--- src/rtl/rxr_pkg.sv ---
// Shared constants and the controller state type for the receive ring writer.
package rxr_pkg;

    typedef enum logic [2:0] {
        S_IDLE  = 3'd0,
        S_RECV  = 3'd1,
        S_SKIP  = 3'd2,
        S_DRAIN = 3'd3,
        S_HDR   = 3'd4
    } rx_state_e;

    localparam int DEST_BYTES = 6;     // destination address length
    localparam int HDR_BYTES  = 4;     // header in front of each frame
    localparam int FCS_BYTES  = 4;     // room reserved for the check sequence
    localparam int PAGE_SH    = 8;     // 256-byte pages

    localparam int CFG_BCAST   = 2;
    localparam int CFG_MCAST   = 3;
    localparam int CFG_PROMISC = 4;

    localparam logic [7:0] ST_RX_OK = 8'h01;
    localparam logic [7:0] ST_GROUP = 8'h20;

endpackage

--- src/rtl/rxr_space.sv ---
// Ring admission check.
// Decides from the ring bounds and the current and boundary pages whether a
// worst-case frame plus its header still fits. Purely combinational.
// Assumes the pages are stable while a start-of-frame byte is judged.
module rxr_space #(
    parameter int PG_W      = 8,
    parameter int MAX_FRAME = 1514
) (
    input  logic [PG_W-1:0] start_pg,
    input  logic [PG_W-1:0] stop_pg,
    input  logic [PG_W-1:0] bnd_pg,
    input  logic [PG_W-1:0] cur_pg,
    output logic            full
);
    import rxr_pkg::*;

    localparam int NEED_BYTES = MAX_FRAME + HDR_BYTES;

    int s_i, e_i, b_i, c_i, free_pg;

    // Free pages between writer and reader, then compare against the need.
    always_comb begin
        s_i = int'(start_pg);
        e_i = int'(stop_pg);
        b_i = int'(bnd_pg);
        c_i = int'(cur_pg);
        if (c_i < b_i) free_pg = b_i - c_i;
        else           free_pg = (e_i - s_i) - (c_i - b_i);
        full = (e_i <= s_i) || ((free_pg * (1 << PAGE_SH)) < NEED_BYTES);
    end

endmodule

--- src/rtl/rxr_filter.sv ---
// Destination address filter.
// Applies promiscuous, broadcast, multicast-hash and exact-match rules to a
// six-byte destination (first byte in the low bits). Combinational.
// Assumes the hash CRC input belongs to the same destination.
module rxr_filter #(
    parameter int HASH_BITS = 64,
    parameter int CRC_W     = 32
) (
    input  logic [47:0]          dest,
    input  logic [47:0]          station,
    input  logic [7:0]           cfg,
    input  logic [HASH_BITS-1:0] hash,
    input  logic [CRC_W-1:0]     crc,
    output logic                 pass,
    output logic                 group
);
    import rxr_pkg::*;

    localparam int IDX_W = $clog2(HASH_BITS);

    logic [IDX_W-1:0] idx;
    logic             is_bcast;
    logic             unused_crc_low;

    assign idx            = crc[CRC_W-1 -: IDX_W];
    assign unused_crc_low = ^crc[CRC_W-IDX_W-1:0];
    assign is_bcast       = &dest;
    assign group          = dest[0];

    // Rule priority: promiscuous, then broadcast, then group, then exact match.
    always_comb begin
        if (cfg[CFG_PROMISC])  pass = 1'b1;
        else if (is_bcast)     pass = cfg[CFG_BCAST];
        else if (group)        pass = cfg[CFG_MCAST] & hash[idx];
        else                   pass = (dest == station);
    end

endmodule

--- src/rtl/rxr_nextpg.sv ---
// Next-page calculator.
// Rounds the stored length plus check-sequence room up to whole pages, adds
// them to the frame's first page and folds the result back into the ring.
// Assumes a frame never spans more than the ring once.
module rxr_nextpg #(
    parameter int PG_W  = 8,
    parameter int LEN_W = 16
) (
    input  logic [PG_W-1:0]  base_pg,
    input  logic [PG_W-1:0]  start_pg,
    input  logic [PG_W-1:0]  stop_pg,
    input  logic [LEN_W-1:0] stored_len,
    output logic [PG_W-1:0]  next_pg
);
    import rxr_pkg::*;

    localparam int SW = PG_W + 1;

    logic [LEN_W:0] span;
    logic [LEN_W:0] pages_w;
    logic [SW-1:0]  sum;
    logic [SW-1:0]  folded;

    // Page count, raw sum, then one fold when the sum reaches the stop page.
    always_comb begin
        span    = {1'b0, stored_len} + (LEN_W+1)'(FCS_BYTES + (1 << PAGE_SH) - 1);
        pages_w = span >> PAGE_SH;
        sum     = {1'b0, base_pg} + SW'(pages_w);
        if (sum >= {1'b0, stop_pg})
            folded = sum - ({1'b0, stop_pg} - {1'b0, start_pg});
        else
            folded = sum;
        next_pg = folded[PG_W-1:0];
    end

endmodule

--- src/rtl/rx_ring_writer.sv ---
// Receive ring writer.
// Accepts a byte stream framed by start/end markers, admits a frame only if
// the ring has room and the receiver runs, filters on the destination, and
// writes accepted data four bytes into the current page. The header follows
// once the length is known. Data is delayed through a six-byte line so no
// byte is written before the filter decision.
// Assumes: at least DEST_BYTES+HDR_BYTES+1 idle cycles between frames,
// dest_crc valid while the sixth byte is presented, ring inputs stable
// during a frame.
module rx_ring_writer #(
    parameter int PG_W      = 8,
    parameter int LEN_W     = 16,
    parameter int MAX_FRAME = 1514,
    parameter int HASH_BITS = 64,
    parameter int CRC_W     = 32
) (
    input  logic                 clk,
    input  logic                 rst_n,
    input  logic                 in_valid,
    input  logic                 in_sof,
    input  logic                 in_eof,
    input  logic [7:0]           in_data,
    input  logic                 cmd_stop,
    input  logic [7:0]           rx_cfg,
    input  logic [PG_W-1:0]      ring_start_pg,
    input  logic [PG_W-1:0]      ring_stop_pg,
    input  logic [PG_W-1:0]      bound_pg,
    input  logic                 cur_ld,
    input  logic [PG_W-1:0]      cur_ld_pg,
    input  logic [47:0]          station_addr,
    input  logic [HASH_BITS-1:0] mcast_hash,
    input  logic [CRC_W-1:0]     dest_crc,
    output logic                 mem_we,
    output logic [PG_W+7:0]      mem_addr,
    output logic [7:0]           mem_wdata,
    output logic [PG_W-1:0]      cur_pg,
    output logic [7:0]           rx_status,
    output logic                 rx_done
);
    import rxr_pkg::*;

    localparam int AW = PG_W + PAGE_SH;
    localparam logic [LEN_W-1:0] DEST_L = LEN_W'(DEST_BYTES);

    rx_state_e        state;
    logic [7:0]       dly [DEST_BYTES];
    logic [LEN_W-1:0] cnt;
    logic [LEN_W-1:0] flen;
    logic [PG_W-1:0]  hpg;
    logic [AW-1:0]    wptr;
    logic             grp;
    logic [2:0]       dcnt;
    logic [1:0]       hcnt;

    logic             ring_full;
    logic             f_pass;
    logic             f_group;
    logic [47:0]      dest;
    logic [PG_W-1:0]  nxt_pg;
    logic [LEN_W-1:0] stored_len;
    logic [AW-1:0]    winc;
    logic [AW-1:0]    wnext;
    logic [7:0]       stat_byte;
    logic [7:0]       hdr_byte;

    // Destination as seen while its last byte is on the input.
    genvar g;
    generate
        for (g = 0; g < DEST_BYTES - 1; g++) begin : g_dest
            assign dest[8*g +: 8] = dly[g+1];
        end
    endgenerate
    assign dest[8*DEST_BYTES-1 -: 8] = in_data;

    rxr_space #(.PG_W(PG_W), .MAX_FRAME(MAX_FRAME)) u_space (
        .start_pg (ring_start_pg),
        .stop_pg  (ring_stop_pg),
        .bnd_pg   (bound_pg),
        .cur_pg   (cur_pg),
        .full     (ring_full)
    );

    rxr_filter #(.HASH_BITS(HASH_BITS), .CRC_W(CRC_W)) u_filter (
        .dest    (dest),
        .station (station_addr),
        .cfg     (rx_cfg),
        .hash    (mcast_hash),
        .crc     (dest_crc),
        .pass    (f_pass),
        .group   (f_group)
    );

    assign stored_len = flen + LEN_W'(HDR_BYTES);

    rxr_nextpg #(.PG_W(PG_W), .LEN_W(LEN_W)) u_next (
        .base_pg    (hpg),
        .start_pg   (ring_start_pg),
        .stop_pg    (ring_stop_pg),
        .stored_len (stored_len),
        .next_pg    (nxt_pg)
    );

    // Write pointer step with wrap from the stop page back to the start page.
    always_comb begin
        winc  = wptr + AW'(1);
        wnext = (winc == {ring_stop_pg, 8'h00}) ? {ring_start_pg, 8'h00} : winc;
    end

    // Header byte for the current header slot.
    always_comb begin
        stat_byte = ST_RX_OK | (grp ? ST_GROUP : 8'h00);
        case (hcnt)
            2'd0:    hdr_byte = stat_byte;
            2'd1:    hdr_byte = 8'(nxt_pg);
            2'd2:    hdr_byte = stored_len[7:0];
            default: hdr_byte = stored_len[15:8];
        endcase
    end

    // Controller: admission, delayed data writes, drain and header.
    always_ff @(posedge clk) begin
        if (!rst_n) begin
            state     <= S_IDLE;
            cnt       <= '0;
            flen      <= '0;
            hpg       <= '0;
            wptr      <= '0;
            grp       <= 1'b0;
            dcnt      <= '0;
            hcnt      <= '0;
            mem_we    <= 1'b0;
            mem_addr  <= '0;
            mem_wdata <= '0;
            cur_pg    <= '0;
            rx_status <= '0;
            rx_done   <= 1'b0;
            for (int i = 0; i < DEST_BYTES; i++) dly[i] <= '0;
        end else begin
            mem_we  <= 1'b0;
            rx_done <= 1'b0;
            if (cur_ld) cur_pg <= cur_ld_pg;
            case (state)
                S_IDLE: begin
                    if (in_valid && in_sof) begin
                        if (!cmd_stop && !ring_full) begin
                            for (int i = 0; i < DEST_BYTES - 1; i++) dly[i] <= dly[i+1];
                            dly[DEST_BYTES-1] <= in_data;
                            cnt  <= LEN_W'(1);
                            hpg  <= cur_pg;
                            wptr <= {cur_pg, 8'(HDR_BYTES)};
                            if (!in_eof) state <= S_RECV;
                        end else if (!in_eof) begin
                            state <= S_SKIP;
                        end
                    end
                end
                S_RECV: begin
                    if (in_valid) begin
                        for (int i = 0; i < DEST_BYTES - 1; i++) dly[i] <= dly[i+1];
                        dly[DEST_BYTES-1] <= in_data;
                        cnt <= cnt + LEN_W'(1);
                        if (cnt >= DEST_L) begin
                            mem_we    <= 1'b1;
                            mem_addr  <= wptr;
                            mem_wdata <= dly[0];
                            wptr      <= wnext;
                        end
                        if (cnt == DEST_L - LEN_W'(1)) grp <= f_group;
                        if (cnt == DEST_L - LEN_W'(1) && !f_pass) begin
                            state <= in_eof ? S_IDLE : S_SKIP;
                        end else if (in_eof) begin
                            if (cnt < DEST_L - LEN_W'(1)) begin
                                state <= S_IDLE;
                            end else begin
                                state <= S_DRAIN;
                                flen  <= cnt + LEN_W'(1);
                                dcnt  <= '0;
                            end
                        end
                    end
                end
                S_SKIP: begin
                    if (in_valid && in_eof) state <= S_IDLE;
                end
                S_DRAIN: begin
                    for (int i = 0; i < DEST_BYTES - 1; i++) dly[i] <= dly[i+1];
                    dly[DEST_BYTES-1] <= '0;
                    mem_we    <= 1'b1;
                    mem_addr  <= wptr;
                    mem_wdata <= dly[0];
                    wptr      <= wnext;
                    dcnt      <= dcnt + 3'd1;
                    if (dcnt == 3'(DEST_BYTES - 1)) begin
                        state <= S_HDR;
                        hcnt  <= '0;
                    end
                end
                S_HDR: begin
                    mem_we    <= 1'b1;
                    mem_addr  <= {hpg, 6'b0, hcnt};
                    mem_wdata <= hdr_byte;
                    hcnt      <= hcnt + 2'd1;
                    if (hcnt == 2'd3) begin
                        cur_pg    <= nxt_pg;
                        rx_status <= stat_byte;
                        rx_done   <= 1'b1;
                        state     <= S_IDLE;
                    end
                end
                default: state <= S_IDLE;
            endcase
        end
    end

    AST_STOP_REFUSES: assert property (@(posedge clk) disable iff (!rst_n)
        (state == S_IDLE && in_valid && in_sof && cmd_stop) |=> (state != S_RECV));
    AST_WRITE_IN_RING: assert property (@(posedge clk) disable iff (!rst_n)
        mem_we |-> (mem_addr >= {ring_start_pg, 8'h00}) && (mem_addr < {ring_stop_pg, 8'h00}));
    AST_CUR_IN_RING: assert property (@(posedge clk) disable iff (!rst_n)
        rx_done |-> (cur_pg >= ring_start_pg) && (cur_pg < ring_stop_pg));
    AST_DONE_PULSE: assert property (@(posedge clk) disable iff (!rst_n)
        rx_done |=> !rx_done);
    AST_STATUS_OK: assert property (@(posedge clk) disable iff (!rst_n)
        rx_done |-> rx_status[0]);
    AST_SKIP_SILENT: assert property (@(posedge clk) disable iff (!rst_n)
        (state == S_SKIP) && $past(state == S_SKIP) |-> !mem_we);

endmodule

--- config.mk ---
export PLATFORM = sky130hd
export DESIGN_NAME = rx_ring_writer
export DESIGN_NICKNAME = d
export VERILOG_FILES = /design/src/rtl/rxr_pkg.sv /design/src/rtl/rxr_space.sv /design/src/rtl/rxr_filter.sv /design/src/rtl/rxr_nextpg.sv /design/src/rtl/rx_ring_writer.sv
export SDC_FILE = /design/constraint.sdc
export NUM_CORES = 1
export LEC_CHECK = 0
export ABC_AREA = 1
export BUFFER_PORTS_ARGS = -buffer_cell sky130_fd_sc_hd__clkbuf_2
export CAP_MARGIN = 20
export CORE_MARGIN = 3
export CORE_UTILIZATION = 35
export DETAILED_ROUTE_END_ITERATION = 8
export GPL_TIMING_DRIVEN = 0
export RECOVER_POWER = 50
export SYNTH_ARGS = -nofsm -noshare
export SYNTH_HDL_FRONTEND = slang
export SYNTH_SLANG_ARGS = --single-unit
--- constraint.sdc ---
create_clock -name clk -period 12.4 [get_ports clk]
set_input_delay 0.62 -clock clk [delete_from_list [all_inputs] [get_ports clk]]
set_output_delay 0.62 -clock clk [all_outputs]
set_load 0.05 [all_outputs]
---- Yosys cells after proc, flatten, opt, wreduce, memory -nomap -nowiden ----
Memory sizes are Yosys's and may differ from the RTL's.
Cells that the tools add are included.
operators by class
  bitwise logic cells ..................... 21
  reduce and logical (&&, ||, !) cells .... 28
  add/subtract/negate cells ............... 13
  mux-type cells .......................... 83
  equal/unequal tests ..................... 23
  $lt $le $gt $ge ......................... 7
operators by type and width
  operator                                                             number
  two-way mux 8 bit                                                    24
  two-way mux 16 bit                                                   10
  case mux 16 bit (3 select lines)                                     2
  == test 48 bit                                                       1
  case mux 8 bit (3 select lines)                                      2
  AND reduction 48 bit                                                 1
  two-way mux 3 bit                                                    14
  adder 16 x 1 -> 16 bit (second input constant)                       2
  < comparator 32 x 12 -> 1 bit (second input constant)                1
  case mux 16 bit (2 select lines)                                     1
  subtractor 8 x 8 -> 9 bit                                            3
  two-way mux 24 bit                                                   1
  subtractor 24 bit                                                    1
  inequality test 2 bit (second input constant)                        11
  two-way mux 1 bit                                                    20
  OR 1 bit                                                             18
  adder 16 x 9 -> 17 bit (second input constant)                       1
  adder 16 x 3 -> 16 bit (second input constant)                       1
  == test 16 bit                                                       1
  == test 16 x 3 -> 1 bit (second input constant)                      1
  greater-or-equal comparator 16 x 3 -> 1 bit (second input constant)  1
  < comparator 16 x 3 -> 1 bit (second input constant)                 1
  subtractor 8 bit                                                     2
  case mux 3 bit (5 select lines)                                      1
  other kinds (34)                                                     54
word-level totals
  memory bits (writable) .................. 48
  memories ................................ 1
  register bits ........................... 107
  output and inout port bits .............. 42
  input bits .............................. 199
memories
  memory  depth  bits a word  rd ports  clocked after memory_dff  write ports  line                  source
  dly     6      8            6         0                         6            rx_ring_writer.sv:46  logic [7:0] dly [DEST_BYTES];

---- Longest topological paths before layout ----
  depth after elaboration ................. 15
  mapped depth ............................ 30
  depth with buffers taken out ............ 30

---- Hierarchy ----
Synthesis repeated with hierarchy kept, for this count alone.
unflattened totals
  cell total of the unflattened synthesis .. 1830
  area, all modules ....................... 12268.0 um^2
by module, submodules not included
  module          times used  sequential area each (um^2)  area each (um^2)  cells an instance
  rx_ring_writer  1           3463.3                       7521.0            969
  rxr_space       1           0.0                          1719.1            284
  rxr_filter      1           0.0                          1546.5            328
  rxr_nextpg      1           0.0                          1481.4            249

---- Worst setup path after synthesis ----
No wires, ideal clock.
  path type ............................... reg2reg
  from .................................... register cur_pg[0]
  to ...................................... memory dly[0][0] (enable)
  data required time ...................... 11.766 ns
  path slack .............................. 7.085 ns
  period minus slack after synthesis ...... 5.315 ns
  cell stages (with the launch flop) ...... 26
  path buffers ............................ 0
  arrival ................................. 4.681 ns
  path through ............................ dfxtp_1 -> inv_1 -> ha_1 -> fa_1 -> o21ai_0 -> xor2_1 -> ha_1 -> nand2_1 -> inv_1 -> nand3_1 -> nand3_1 -> nand3_1 -> nand2_1 -> fa_1 -> inv_1 -> nand3_1 -> nor2_1 -> nand2_1 -> nand2_1 -> nand2_1 -> nand2_1 -> inv_2 -> nand2_2 -> nand2_4 -> inv_1 -> nand3_1
RTL lines
  item                    line                   source
  start, declared         rx_ring_writer.sv:36   output logic [PG_W-1:0] cur_pg,
  start signal, assigned  rx_ring_writer.sv:141  if (cur_ld) cur_pg <= cur_ld_pg;
  start signal, assigned  rx_ring_writer.sv:204  cur_pg <= nxt_pg;
  end, declared           rx_ring_writer.sv:46

---- Worst setup path in the final report ----
  from .................................... register flen[3]
  to ...................................... register mem_wdata[5]
between the ends
  word-level cells in the longest chain between the ends .. 7
RTL lines
  item                                                                                   line                                source
  start, declared                                                                        rx_ring_writer.sv:48                logic [LEN_W-1:0] flen;
  start signal, assigned                                                                 rx_ring_writer.sv:176               flen <= cnt + LEN_W'(1);
  adder 16 x 3 -> 16 bit *                                                               rx_ring_writer.sv:93                assign stored_len = flen + LEN_W'(HDR_BYTES);
  adder 16 x 9 -> 17 bit                                                                 rxr_nextpg.sv:26                    span = {1'b0, stored_len} + (LEN_W+1)'(FCS_BYTES + (1 << PAGE_SH) - 1);
  adder 8 x 9 -> 9 bit                                                                   rxr_nextpg.sv:28                    sum = {1'b0, base_pg} + SW'(pages_w);
  subtractor 8 bit / greater-or-equal comparator 9 x 8 -> 1 bit (equally long branches)  rxr_nextpg.sv:30, rxr_nextpg.sv:29
  two-way mux 8 bit                                                                      rxr_nextpg.sv:29                    if (sum >= {1'b0, stop_pg})
  case mux 8 bit (3 select lines) *                                                      rx_ring_writer.sv:112               case (hcnt)
  case mux 8 bit (3 select lines) *                                                      rx_ring_writer.sv:142               case (state)
  end signal, assigned                                                                   rx_ring_writer.sv:165               mem_wdata <= dly[0];
  end signal, assigned                                                                   rx_ring_writer.sv:190               mem_wdata <= dly[0];
  end signal, assigned                                                                   rx_ring_writer.sv:201               mem_wdata <= hdr_byte;
  end, declared                                                                          rx_ring_writer.sv:35                output logic [7:0] mem_wdata,
Every way passes the cells marked *; elsewhere a longest branch is shown, timed or not.
A chain may end at the register's enable or synchronous reset.

==> results.txt <==
----------------------------------------------------
[Run status]
  Outcome ... finished clean

[Clocking]
  TritonCTS Buffers ... 17
  Number of setup buffers added after CTS ... 0
  Number of levels in the clock H-tree ... 4
  Insertion delay to the later sink of the worst-skew pair ... 440 ps
  TritonCTS clock tree ... done
  CTS Root Buffer Type ... clkbuf_16
  Hold buffers post-CTS ... 0
  Clock sink count ... 149
  Register clock-pin slew on the reported worst setup and hold paths ... 70 ps
  Clk buf depth ... 2
  Post-cts sizing count ... 0

[GRT]
  Vias in the first global route ... 11676
  Met1 Resource Use GR ... 0.261
  Number of antenna violations at the first check in global routing ... 0
  Met2 routing resource usage after global routing ... 0.345
  Most heavily used metal layer in global routing ... met2
  Largest net degree at the start of global routing ... 26
  Global-route wire length before repair ... 59000 um
  Combined global-route utilization of all metal layers ... 0.200
  Global route overflow ... 0
  Met3 usage ... 0.0263

[Timing]
  Maximum achievable frequency ... 0.183 GHz
  Final total negative setup slack ... 0 ps
  Max-Slew Margin vs Limit ... 0.487
  Final hold violation count ... 0
  Final setup violation count ... 0
  Final-report max-slew violation count ... 0
  Final period demand of the worst path ... roughly 5500 ps
  Final clock period utilization by the worst path ... 0.440
  Slew at the pin closest to its max-slew limit ... approximately 770 ps
  RSZ-0062 raised after global routing ... no
  Setup skew after layout ... around 18 ps

[Placed design]
  Final Wtd Congestion ... 0.909
  Port bufs ... 198
  Detailed Place HPWL ... between 30000 and 40000 um
  Post-Place Cell Area ... roughly 14000 sq um

[Synthesis]
  Proportion of synthesized chip area in sequential cells ... 0.284
  Library cells used by synthesis ... between 50 and 60
  Ys async rst share ... 0
  Synthesized instance count ... between 1500 and 2000
  Average footprint of a synthesized cell ... 6.74 sq um
  Synthesis warning total ... 0
  Number of enable flip-flop cells after synthesis ... 48
  Most used flip-flop cell after synthesis ... dfxtp_1
  Synth Register Bits ... 149
  Synthesized cell area ... 12200 sq um

[Worst setup path]
  Type of element capturing the critical path ... register
  Family with the most delay on the worst path ... simple AND/OR/NAND/NOR gates
  Slowest-stage cell, CP ... nor3_2
  Most used cell, CP ... nand2_1
  Category of the most critical setup path ... reg -> reg
  Startpoint class of the critical path ... register
  Timing startpoint of the critical path ... flen[3]
  Crit path max fanout ... 9
  Critical Path RT ... ~13000 ps
  Reg-to-Reg Start ... flen[3]
  Data arrival, critical path ... 5830 ps
  Bufs and invs on worst path ... 2
  Largest stage delay on the critical path ... approximately 540 ps

[Route]
  Count of unresolved DRC violations after routing ... 0
  Detail-routed net length per standard cell ... 15.0 um
  Via density ... 4.94
  Detailed Route Iter0 Violations ... 837
  Antenna-violating nets left ... 0
  Total wire length after detailed routing ... 37400 um
  Number of iterations in the first detailed-routing pass ... 5
  Total number of vias ... 12299

[Cells and area]
  Nets ... 2312
  Fraction of layout cells with a size suffix above 1 ... 0.143
  Non-Filler Cell Area, Final ... 14300 sq um
  Multi-input gate area in the final layout ... 7430 sq um
  Antenna Cells ... 0
  Number of fillers in the final layout ... 3665
  Commonest non-fill, non-tap cells in the layout ... nand2_1 (488), inv_1 (234), nand3_1 (171), clkbuf_2 (162), nor2_1 (161)
  Leading cell type in the layout, fill and taps excluded ... nand2_1
  Sequential standard cell area ... around 3500 sq um
  Synth-to-layout area growth ... 17.3%

[Worst hold path]
  Worst hold path class ... reg -> reg
  Hold Startpoint ... rx_status[5]

[Power and ir drop]
  Leak ... 6.93 nW
  Power density cells ... 99.5 nW/um^2
  Max VDD drop ... 0.0851 mV

[Floorplan]
  I/O Pins ... 241
  Die height ... 193 um
  Starting Density ... 0.359
  Core Area ... 34000 sq um
  Die Span X ... 193 um
  Die ar. ... 37100 sq um
  Number of placement rows ... 67

[Job]
  Maxcap violations ... 0

----------------------------------------------------
[power by group]
part           internal (mW)  leakage, nW  switching [mW]
combinational          0.126         5.32           0.215
sequential             0.522         1.31          0.0207
clock                  0.276        0.300           0.261
[per-stage QoR]
stage / util / cells / setup WS, ps / hold slack, ps / power (mW)
after floorplan: - / 1812 / 7090 / 452 / 0.792
after global placement: 0.405 / 2458 / 5850 / 453 / 0.892
after detailed placement: 0.406 / 2459 / 6860 / 458 / 0.898
after CTS: 0.424 / 2491 / 7040 / 470 / 1.43
after global routing: 0.421 / 2491 / 6510 / 487 / 1.50
final: 0.421 / 2491 / 6950 / 465 / 1.42
[registers in the layout (all words and copies together), names as in the netlist]
signal	count
dly	48
cnt	16
flen	16
mem_addr	16
wptr	16
cur_pg	8
hpg	8
mem_wdata	8
dcnt	3
state	3
hcnt	2
rx_status	2
grp	1
mem_we	1
rx_done	1
[metal layers]
metal,routed length (um),vias up
li1,-,6297
met1,16600,5602
met2,18100,349
met3,1880,51
met4,823,0
met5,0,-
[worst paths after layout]
path	slack [ps]	cells after the start	end
worst max register to register	6950	27	mem_wdata[5]
worst max-delay path	6950	27	mem_wdata[5]
worst min-delay path	470	2	rx_status[5]
worst min register to register	470	2	rx_status[5]
[cells by family (layout without fill, tap and decap cells)]
| family | Yosys count | after routing | synth area share |
|---|---|---|---|
| compound gates | 233 | 233 | 0.109 |
| fa+ha+maj | 83 | 83 | 0.0932 |
| flops | 149 | 149 | 0.284 |
| buf+inv | 307 | 538 | 0.104 |
| simple gates | 951 | 951 | 0.348 |
| xor+xnor | 83 | 83 | 0.0609 |
| other cells | 1 | 6 | 0.000308 |
[worst min-delay path: stages, from the launching register on]
cell	delay, ps
dfxtp_1	310
nand2_1	60
a21oi_1	50
[synthesized netlist by cell type (23+ instances only)]
| cell type | count | area share |
|---|---|---|
| nor3_1 | 23 | 0.0094 |
| nand4_1 | 34 | 0.017 |
| inv_1 | 229 | 0.071 |
| xor2_1 | 54 | 0.039 |
| clkbuf_1 | 26 | 0.0080 |
| nor2_1 | 159 | 0.049 |
| a21oi_1 | 88 | 0.036 |
| nand3_1 | 171 | 0.070 |
| dfxtp_1 | 101 | 0.17 |
| nand2_1 | 482 | 0.15 |
| ha_1 | 70 | 0.072 |
| edfxtp_1 | 48 | 0.12 |
| xnor2_1 | 27 | 0.019 |
| o21ai_0 | 67 | 0.028 |
[area by class of cell]
type	instances	area share
clock inverters	15	0.0134
flip-flops and latches	149	0.242
well taps	448	0.0392
multi-input cells	1356	0.520
inverters	246	0.0646
clock buffers	17	0.0298
repair buffers	199	0.0681
plain buffers	61	0.0226
Note: power is estimated with default switching activity, not from simulation.
